## src/rtl/brc_pkg.sv

```systemverilog
package brc_pkg;
  typedef enum logic [1:0] {
    CLS_BIT_ONE  = 2'd0,
    CLS_BIT_ZERO = 2'd1,
    CLS_TST_CLR  = 2'd2,
    CLS_DEC      = 2'd3
  } brc_cls_e;

  typedef enum logic [2:0] {
    FRM_SDIR  = 3'd0,
    FRM_SFR   = 3'd1,
    FRM_ACC   = 3'd2,
    FRM_PSW   = 3'd3,
    FRM_IND   = 3'd4,
    FRM_CNT_B = 3'd5,
    FRM_CNT_C = 3'd6
  } brc_form_e;
endpackage

```

## src/rtl/brc_target.sv

```systemverilog
module brc_target #(
  parameter int PC_W   = 16,
  parameter int DISP_W = 8,
  parameter int LEN_W  = 3
) (
  input  logic [PC_W-1:0]   pc_i,
  input  logic [LEN_W-1:0]  len_i,
  input  logic [DISP_W-1:0] disp_i,
  input  logic              take_i,
  output logic [PC_W-1:0]   next_pc_o
);
  localparam int EXT_W = PC_W - DISP_W;

  logic [PC_W-1:0] seq_pc;
  logic [PC_W-1:0] disp_ext;

  assign disp_ext = {{EXT_W{disp_i[DISP_W-1]}}, disp_i};

  always_comb begin
    seq_pc = pc_i + PC_W'(len_i);
    if (take_i) next_pc_o = seq_pc + disp_ext;
    else        next_pc_o = seq_pc;
  end
endmodule

```

## src/rtl/brc_cond.sv

```systemverilog
module brc_cond
  import brc_pkg::*;
#(
  parameter int DATA_W = 8,
  parameter int BIDX_W = $clog2(DATA_W)
) (
  input  brc_cls_e            cls_i,
  input  logic [DATA_W-1:0]   op_i,
  input  logic [BIDX_W-1:0]   bit_sel_i,
  output logic                take_o,
  output logic                wb_en_o,
  output logic [DATA_W-1:0]   wb_data_o,
  output logic                flags_dirty_o
);
  logic [DATA_W-1:0] op_cleared;
  logic [DATA_W-1:0] op_decr;
  logic              sel_bit;
  logic              decr_nz;

  for (genvar g = 0; g < DATA_W; g++) begin : g_clr
    assign op_cleared[g] = op_i[g] & (bit_sel_i != BIDX_W'(g));
  end

  assign sel_bit = op_i[bit_sel_i];
  assign op_decr = op_i - DATA_W'(1);
  assign decr_nz = |op_decr;

  always_comb begin
    take_o        = 1'b0;
    wb_en_o       = 1'b0;
    wb_data_o     = op_i;
    flags_dirty_o = 1'b0;
    unique case (cls_i)
      CLS_BIT_ONE:  take_o = sel_bit;
      CLS_BIT_ZERO: take_o = ~sel_bit;
      CLS_TST_CLR: begin
        take_o        = sel_bit;
        flags_dirty_o = 1'b1;
        if (sel_bit) begin
          wb_en_o   = 1'b1;
          wb_data_o = op_cleared;
        end
      end
      CLS_DEC: begin
        take_o    = decr_nz;
        wb_en_o   = 1'b1;
        wb_data_o = op_decr;
      end
      default: take_o = 1'b0;
    endcase
  end
endmodule

```

## src/rtl/brc_cost.sv

```systemverilog
module brc_cost
  import brc_pkg::*;
#(
  parameter int CYC_W = 4
) (
  input  brc_cls_e         cls_i,
  input  brc_form_e        form_i,
  input  logic             fast_i,
  output logic [CYC_W-1:0] cycles_o
);
  function automatic logic [CYC_W-1:0] pick(input logic f, input int lo, input int hi);
    return f ? CYC_W'(lo) : CYC_W'(hi);
  endfunction

  always_comb begin
    cycles_o = CYC_W'(8);
    unique case (cls_i)
      CLS_BIT_ONE: begin
        case (form_i)
          FRM_SDIR: cycles_o = pick(fast_i, 8, 9);
          FRM_SFR:  cycles_o = CYC_W'(11);
          FRM_PSW:  cycles_o = CYC_W'(9);
          FRM_IND:  cycles_o = pick(fast_i, 10, 11);
          default:  cycles_o = CYC_W'(8);
        endcase
      end
      CLS_BIT_ZERO: begin
        case (form_i)
          FRM_SDIR: cycles_o = pick(fast_i, 10, 11);
          FRM_SFR:  cycles_o = CYC_W'(11);
          FRM_PSW:  cycles_o = CYC_W'(11);
          FRM_IND:  cycles_o = pick(fast_i, 10, 11);
          default:  cycles_o = CYC_W'(8);
        endcase
      end
      CLS_TST_CLR: begin
        case (form_i)
          FRM_SDIR: cycles_o = pick(fast_i, 10, 12);
          FRM_SFR:  cycles_o = CYC_W'(12);
          FRM_PSW:  cycles_o = CYC_W'(12);
          FRM_IND:  cycles_o = pick(fast_i, 10, 12);
          default:  cycles_o = CYC_W'(8);
        endcase
      end
      CLS_DEC: begin
        case (form_i)
          FRM_CNT_B, FRM_CNT_C: cycles_o = CYC_W'(6);
          default:              cycles_o = pick(fast_i, 8, 10);
        endcase
      end
      default: cycles_o = CYC_W'(8);
    endcase
  end
endmodule

```

## src/rtl/brc_unit.sv

```systemverilog
module brc_unit
  import brc_pkg::*;
#(
  parameter int PC_W   = 16,
  parameter int DATA_W = 8,
  parameter int DISP_W = 8,
  parameter int LEN_W  = 3,
  parameter int CYC_W  = 4,
  parameter int BIDX_W = $clog2(DATA_W)
) (
  input  logic              clk_i,
  input  logic              rst_ni,
  input  logic              issue_i,
  input  logic [1:0]        cls_i,
  input  logic [2:0]        form_i,
  input  logic              fast_area_i,
  input  logic [LEN_W-1:0]  len_i,
  input  logic [DISP_W-1:0] disp_i,
  input  logic [PC_W-1:0]   pc_i,
  input  logic [DATA_W-1:0] op_i,
  input  logic [BIDX_W-1:0] bit_sel_i,
  output logic              done_o,
  output logic              taken_o,
  output logic [PC_W-1:0]   next_pc_o,
  output logic              wb_en_o,
  output logic [DATA_W-1:0] wb_data_o,
  output logic [CYC_W-1:0]  cycles_o,
  output logic              flags_dirty_o
);
  localparam int SYNC_D = 2;

  logic [SYNC_D-1:0] rst_pipe;
  logic              rst_n_sync;

  always_ff @(posedge clk_i or negedge rst_ni) begin
    if (!rst_ni) rst_pipe <= '0;
    else         rst_pipe <= {rst_pipe[SYNC_D-2:0], 1'b1};
  end
  assign rst_n_sync = rst_pipe[SYNC_D-1];

  brc_cls_e          cls;
  brc_form_e         form;
  logic              take_c;
  logic              wb_en_c;
  logic [DATA_W-1:0] wb_data_c;
  logic              flags_c;
  logic [PC_W-1:0]   pc_c;
  logic [CYC_W-1:0]  cyc_c;

  assign cls  = brc_cls_e'(cls_i);
  assign form = brc_form_e'(form_i);

  brc_cond #(.DATA_W(DATA_W), .BIDX_W(BIDX_W)) u_cond (
    .cls_i         (cls),
    .op_i          (op_i),
    .bit_sel_i     (bit_sel_i),
    .take_o        (take_c),
    .wb_en_o       (wb_en_c),
    .wb_data_o     (wb_data_c),
    .flags_dirty_o (flags_c)
  );

  brc_target #(.PC_W(PC_W), .DISP_W(DISP_W), .LEN_W(LEN_W)) u_target (
    .pc_i      (pc_i),
    .len_i     (len_i),
    .disp_i    (disp_i),
    .take_i    (take_c),
    .next_pc_o (pc_c)
  );

  brc_cost #(.CYC_W(CYC_W)) u_cost (
    .cls_i    (cls),
    .form_i   (form),
    .fast_i   (fast_area_i),
    .cycles_o (cyc_c)
  );

  logic              done_d, taken_d, wb_en_d, flags_d;
  logic [PC_W-1:0]   pc_d;
  logic [DATA_W-1:0] wbd_d;
  logic [CYC_W-1:0]  cyc_d;

  always_comb begin
    done_d  = issue_i;
    wb_en_d = issue_i & wb_en_c;
    flags_d = issue_i & flags_c;
    taken_d = taken_o;
    pc_d    = next_pc_o;
    wbd_d   = wb_data_o;
    cyc_d   = cycles_o;
    if (issue_i) begin
      taken_d = take_c;
      pc_d    = pc_c;
      wbd_d   = wb_data_c;
      cyc_d   = cyc_c;
    end
  end

  always_ff @(posedge clk_i or negedge rst_n_sync) begin
    if (!rst_n_sync) begin
      done_o        <= 1'b0;
      taken_o       <= 1'b0;
      next_pc_o     <= '0;
      wb_en_o       <= 1'b0;
      wb_data_o     <= '0;
      cycles_o      <= '0;
      flags_dirty_o <= 1'b0;
    end else begin
      done_o        <= done_d;
      taken_o       <= taken_d;
      next_pc_o     <= pc_d;
      wb_en_o       <= wb_en_d;
      wb_data_o     <= wbd_d;
      cycles_o      <= cyc_d;
      flags_dirty_o <= flags_d;
    end
  end
endmodule

```

## config.mk

```make
export PLATFORM = sky130hd
export DESIGN_NAME = brc_unit
export DESIGN_NICKNAME = d
export VERILOG_FILES = /design/src/rtl/brc_pkg.sv /design/src/rtl/brc_target.sv /design/src/rtl/brc_cond.sv /design/src/rtl/brc_cost.sv /design/src/rtl/brc_unit.sv
export SDC_FILE = /design/constraint.sdc
export NUM_CORES = 1
export LEC_CHECK = 0
export BUFFER_PORTS_ARGS = -buffer_cell sky130_fd_sc_hd__buf_2
export CAP_MARGIN = 20
export CORE_MARGIN = 5
export CORE_UTILIZATION = 35
export DETAILED_ROUTE_END_ITERATION = 10
export PLACE_DENSITY = 0.6
export SETUP_SLACK_MARGIN = 0.4
export SYNTH_ARGS = -nofsm -noshare
export SYNTH_HDL_FRONTEND = slang
export SYNTH_HIERARCHICAL = 1
export SYNTH_SLANG_ARGS = --single-unit
```

## constraint.sdc

```tcl
create_clock -name clk_i -period 1.15 [get_ports clk_i]
set_input_delay 0.2875 -clock clk_i [delete_from_list [all_inputs] [get_ports clk_i]]
set_output_delay 0.2875 -clock clk_i [all_outputs]
set_load 0.02 [all_outputs]
```

==> impl_metrics.tcl, run 1 <==
set metrics [dict create \
    status "finished, violations left" \
    violations "negative setup slack" \
    async_reset_ff_share_pct 100 \
    die_area_um2 10800 \
    crit_type "primary input to flop" \
    syn_nets 393 \
    crit_chain "buf_8, ha_4, fa_2, a21oi_4, nor2b_1, xor2_1, ha_1, a21o_1, a31o_1, o211ai_2, o21bai_1, xnor2_1, mux2_4, mux2_4" \
    stdcell_count 655 \
    synth_cell_types 63 \
    vias 3569 \
    numCtsBuffers 5 \
    dp.cells 591 \
    ys_warn_count 6 \
    io_pins 79 \
    switchingPower_uw 2400 \
    viasPerCell 5.45 \
    final-setup-viol-count 27 \
    yosys.area.top_type "dfrtp_1" \
    fmax_mhz 329 \
    overflow 0 \
    drtIter0Drc 202 \
    p_seq_share_pct 25.3 \
    fp.dieW_um 104 \
    switching_share_pct 37.0 \
    die_y_um 104 \
    fin_worst_skew_ns 0.0173 \
    critPathCaptureType "flop" \
    synth.yosys.seq_area_share_pct 27.5 \
    drc 0 \
    cts_tree "done" \
    crit_path_max_incr_delay_ns 0.37 \
    fin_nets 617 \
    cp_slowest_cell "fa_2" \
    grt_max_degree 20 \
    wl_per_cell_um 19.3 \
    rsz0062_at_grt "true" \
    rows 34 \
    fin_crit_ns 3.04 \
    wirelength_um 12700 \
    synthToLayoutAreaGrowth_pct 92.8 \
    clkTransAtPathRegs_ns 0.08 \
    vdd_ir_drop_max_mv 0.803 \
    synth_edf_count 0 \
    pwr-share-comb_pct 61.0 \
    utilization_pct 68.8 \
    worstPathRequired_ns 1.33 \
    grt_pass1_vias 3784 \
    n_antenna_cell 0 \
    synth_top_area_share_pct 27.5 \
    synthTopCellsByArea "dfrtp_1, mux2_2, ha_1" \
    cts_sinks 34 \
    synth_area_per_cell_um2 9.59 \
    dpl.hpwl_um 7410 \
    p_int_uw 4090 \
    clk_latency_ns 0.29 \
    grt_usage_pct 21.2 \
    critical_path.startpoint_type "primary input" \
    p_clk_share_pct 13.7 \
    crit_fanout 4 \
    gp_congestion 0.880 \
    leakage_uw 0.00281 \
    synthesis.instances 323 \
    finalHoldViolCount 0 \
    clockRootBuffer "clkbuf_8" \
    core_area_um2 8680 \
    place.port_buffers 78 \
    grt_first_pass_wirelength_um 19000 \
    grt_antenna_before_repair 0 \
    htreeDepth 2 \
    drv_cap 0 \
    setup_ws_ns -1.89 \
    power_density_nw_per_um2 1090 \
    cts_max_path_buffers 2 \
    initial_core_util_pct 35.7 \
    syn_area_um2 3100 \
    synth_flop_cell "dfrtp_1" \
    fill_cells 588 \
    critical_path.most_common_cell "mux2_4" \
    ys_ff_latch 34 \
    hold_path_class "flop to asynchronous set/reset pin" \
    drive_gt1_share_pct 66.0 \
    final_max_slew_viol_count 0 \
    first_pass_iters 5 \
    ant_nets 0 \
    critPathArrivalTime_ns 3.21 \
    min_period_over_period_pct 264 \
]
==> power by group through the flow <==
stage	registers, uW	logic (uW)	clock network, uW
after floorplan	1870	1190	0
after detailed placement	1590	2510	0
after global routing	1670	4140	959
final	1640	3960	892
after CTS	1620	3490	900
after global placement	1580	2480	0
==> path summary, 6_finish.rpt <==
| path | from | cells past startpoint | endpoint | slack (ns) |
|---|---|---|---|---|
| setup / recovery | pc_i[0] | 14 | next_pc_o[11] | -1.89 |
| hold / removal | rst_pipe[1] | 0 | next_pc_o[5] | 0.19 |
| setup reg to reg | wb_data_o[1] | 3 | wb_data_o[1] | 0.12 |
| hold reg to reg | rst_pipe[1] | 0 | next_pc_o[5] | 0.19 |
| max in group asynchronous | rst_pipe[1] | 1 | wb_data_o[7] | 0.48 |
| min in group clk_i | rst_pipe[0] | 0 | rst_pipe[1] | 0.36 |
==> cell usage in the layout (no fill, tap or decap), types with 4 or more instances in the layout <==
cell type / Yosys / final
nand2_1: 20 / 17
a21oi_2: 2 / 9
mux2_4: 0 / 30
a21oi_4: 0 / 4
xnor2_1: 15 / 7
o21ai_0: 8 / 6
nor2_4: 0 / 4
a211oi_2: 1 / 4
ha_1: 21 / 12
buf_8: 0 / 7
buf_2: 0 / 31
o21ai_1: 10 / 10
dfrtp_1: 34 / 33
mux2_2: 31 / 5
and4_1: 4 / 4
buf_12: 0 / 7
buf_4: 1 / 113
inv_1: 9 / 6
clkbuf_8: 0 / 5
xnor2_2: 0 / 8
a21oi_1: 20 / 9
a21o_1: 9 / 9
nor2_1: 23 / 18
ha_4: 0 / 9
mux2i_1: 8 / 8
nand4_1: 6 / 6
xor2_1: 12 / 7
buf_6: 6 / 70
==> cell families after synthesis <==
family / count (synthesis) / synth area share [%]
other: 1 / 0.121
xor gates and xnor gates: 27 / 7.64
buffers and inverters: 25 / 4.61
AOI/OAI and AO/OA: 78 / 17.3
adders and majority gates: 24 / 10.1
muxes: 46 / 17.5
and+or+nand+nor: 88 / 15.3
DFF: 34 / 27.5
==> synth_stat cells (2+ instances only) <==
cell type,instances
a211oi_1,3
mux2_1,4
a22o_1,3
buf_6,6
nand2_1,20
mux4_2,2
inv_2,2
o21bai_1,3
mux2_2,31
a31oi_1,4
dfrtp_1,34
nand2b_1,4
fa_1,2
o21ai_1,10
buf_1,2
and4_1,4
nand4_1,6
nor2b_1,2
a41oi_1,2
o21ai_0,8
a21o_1,9
mux2i_1,8
clkbuf_1,5
nand3_1,4
and2_1,4
nor2_1,23
a21oi_2,2
inv_1,9
a21oi_1,20
ha_1,21
nor3b_1,3
xor2_1,12
xnor2_1,15
and3_1,3
nor3_1,5
==> worst max-delay path: cells and delay by family <==
| family | cells | cell delay [ns] |
|---|---|---|
| AOI/OAI and AO/OA | 5 | 1.02 |
| xor gates and xnor gates | 2 | 0.31 |
| adders and majority gates | 3 | 0.90 |
| buffers and inverters | 1 | 0.10 |
| muxes | 2 | 0.52 |
| and+or+nand+nor | 1 | 0.08 |
==> what timing repair did <==
item,4_1_cts,5_1_grt
hold endpoints to repair,2,0
buffers inserted,38,15
setup endpoints to repair,63,63
hold buffers,1,0
pin swaps,61,31
resized for setup,178,43
cloned,3,0
==> per-layer routing <==
layer | routed length (um) | part of all wire [%] | vias up | global-route usage, %
li1 | - | - | 1635 | -
met1 | 5090 | 40 | 1733 | 25.8
met2 | 6410 | 51 | 158 | 37.5
met3 | 688 | 5.4 | 43 | 3.54
met4 | 469 | 3.7 | 0 | 7.77
met5 | 0 | 0 | - | 0
==> metrics by stage <==
| stage | setup slack [ns] | power (uW) | setup TNS [ns] | hold WS [ns] | cell area (um^2) |
|---|---|---|---|---|---|
| global placement | -2.12 | 4060 | -34.09 | 0.0747 | 4470 |
| detailed placement | -2.18 | 4100 | -34.73 | 0.0746 | 4470 |
| finish | -1.89 | 6500 | -28.51 | 0.191 | 5970 |
| global route | -1.94 | 6770 | -29.44 | 0.222 | 5970 |
| floorplan | -1.87 | 3060 | -26.51 | -0.00809 | 3320 |
| CTS | -1.80 | 6010 | -25.83 | 0.195 | 5660 |
==> flip-flops by register name (all words and copies together), names as in the netlist <==
| register | cells |
|---|---|
| cycles_o | 4 |
| done_o | 1 |
| flags_dirty_o | 1 |
| next_pc_o | 16 |
| rst_pipe | 2 |
| taken_o | 1 |
| wb_data_o | 8 |
| wb_en_o | 1 |
==> final cells by class <==
class	instances	area [um^2]	share of cell area, %
timing repair buffer	231	2100	35.2
inverter	11	46.3	0.775
tap	108	135	2.26
multi-input combinational	264	2760	46.2
clock buffer	7	76.3	1.28
sequential	34	852	14.3
(Power assumes the default switching activity.)
==> run 2, diff against run 1 <==
--- a/config.mk
+++ b/config.mk
@@ -7,6 +7,7 @@
 export LEC_CHECK = 0
 export BUFFER_PORTS_ARGS = -buffer_cell sky130_fd_sc_hd__buf_2
 export CAP_MARGIN = 20
+export CORE_ASPECT_RATIO = 0.75
 export CORE_MARGIN = 5
 export CORE_UTILIZATION = 35
 export DETAILED_ROUTE_END_ITERATION = 10
==> impl_metrics.tcl, run 2 (same netlist as run 1, synthesis figures left out) <==
set metrics [dict create \
    status "finished, violations left" \
    violations "negative setup slack" \
    die_area_um2 10800 \
    die_y_um 91.5 \
    utilization_pct 69.3 \
    setup_ws_ns -1.82 \
    power_density_nw_per_um2 1140 \
    fill_cells 616 \
    initial_core_util_pct 36.3 \
    critical_path.startpoint_type "primary input" \
    crit_fanout 4 \
    rsz0062_at_grt "true" \
    fin_crit_ns 2.97 \
    gp_congestion 0.873 \
    critical-path-top-delay-family "compound AO/OA/AOI/OAI gates" \
    crit_type "primary input to flop" \
    viasPerCell 5.16 \
    min_period_over_period_pct 258 \
    drv_cap 0 \
    n_antenna_cell 0 \
    top_regs "next_pc_o: 16 flops, wb_data_o: 8 flops, cycles_o: 4 flops" \
    dp_slack_ns -2.15 \
    vdd_ir_drop_max_mv 0.992 \
    grt_pass1_vias 3459 \
    cp_slowest_cell "fa_2" \
    final-setup-viol-count 26 \
    hold-worst-slack_ns 0.157 \
    rows 29 \
    first_pass_iters 4 \
    fmax_mhz 336 \
    overflow 0 \
    layout_common_cells "buf_4, buf_6, dfrtp_1" \
    ant_nets 0 \
    clkTransAtPathRegs_ns 0.06 \
    finalHoldViolCount 0 \
    cts_tree "done" \
    dpl.hpwl_um 7730 \
    place.port_buffers 78 \
    grt_antenna_before_repair 0 \
    grt_max_degree 23 \
    cts_max_path_buffers 2 \
    htreeDepth 2 \
    drc 0 \
    drtIter0Drc 138 \
    fin_worst_skew_ns 0.00516 \
    core_area_um2 8530 \
    grt_first_pass_wirelength_um 17300 \
    final_max_slew_viol_count 0 \
    cts_sinks 34 \
    synthToLayoutAreaGrowth_pct 90.8 \
    hold_path_class "flop to asynchronous set/reset pin" \
    critical_path.most_common_cell "mux2_2" \
    drive_gt1_share_pct 64.7 \
    crit_path_max_incr_delay_ns 0.37 \
    final_common_cell "buf_4" \
    io_pins 79 \
    fp.dieW_um 119 \
    fin_nets 605 \
    wl_per_cell_um 17.7 \
    path_buf_inv 1 \
    critPathCaptureType "flop" \
    wirelength_um 11400 \
    leakage_uw 0.00277 \
    grt_usage_pct 19.4 \
    critPathArrivalTime_ns 3.13 \
    largest-register "next_pc_o" \
    largest_reg_flops 16 \
    crit_chain "buf_6, ha_4, fa_2, a21oi_4, nor2b_1, xor2_1, ha_1, a21o_1, a31o_1, o211ai_4, o21bai_1, xnor2_1, mux2_2, mux2_2" \
    clockRootBuffer "clkbuf_16" \
    clk_latency_ns 0.27 \
    worstPathRequired_ns 1.31 \
    numCtsBuffers 5 \
    vias 3324 \
]
[run 2: cell types whose count changed in the layout (fill, tap and decap cells not counted), sizes merged]
cell / before / now
buf: 229 / 217
clkbuf: 8 / 7
clkinv: 0 / 2
[run 2: layer usage]
metal,track usage (%),wire [um]
met5,0,0
met4,2.93,98
met3,4.97,622
met2,33.5,5740
met1,25.0,4970
[run 2: worst paths after layout]
| path | start | end | slack [ns] | cells past startpoint |
|---|---|---|---|---|
| worst max-delay path | len_i[0] | next_pc_o[11] | -1.82 | 14 |
| worst min-delay path | rst_pipe[1] | wb_data_o[0] | 0.16 | 0 |
| worst max register to register | next_pc_o[15] | next_pc_o[15] | 0.15 | 3 |
| worst min register to register | rst_pipe[1] | wb_data_o[0] | 0.16 | 0 |
| max in group asynchronous | rst_pipe[1] | wb_en_o | 0.55 | 1 |
| min in group clk_i | rst_pipe[0] | rst_pipe[1] | 0.35 | 0 |
[run 2: through the flow]
stage / std cells / instance area [um^2] / TNS (ns) / total power [uW]
after floorplan: 323 / 3320 / -26.51 / 3060
after global placement: 592 / 4470 / -34.42 / 4050
after detailed placement: 592 / 4470 / -35.46 / 4130
after CTS: 625 / 5530 / -26.10 / 6360
after global routing: 644 / 5910 / -28.55 / 7100
final: 644 / 5910 / -26.73 / 6740
[run 2: worst register-to-register path: stages (launching register included)]
cell,delay (ns)
dfrtp_1,0.39
buf_4,0.14
buf_4,0.12
mux2_2,0.24
[run 2: area by class of cell]
class                           count  area [um^2]  share of cell area [%]
Clock inverter                      2         10.0                   0.169
Tap cell                          108          135                    2.29
Sequential cell                    34          852                    14.4
Clock buffer                        6          129                    2.18
Multi-Input combinational cell    264         2740                    46.4
Timing Repair Buffer              219         1990                    33.7
Inverter                           11         51.3                   0.868
[run 2: where the power goes]
group	switching (uW)	leakage [uW]	internal, uW
clock network	521	0.0000706	796
logic	1620	0.00230	2170
registers	195	0.000399	1430
[run 2: repair_timing]
action,4_1_cts,5_1_grt
cloned,1,1
pin swaps,51,43
buffers inserted,23,18
setup endpoints to repair,63,63
hold buffers,1,0
hold endpoints to repair,2,0
gates resized for setup,172,41
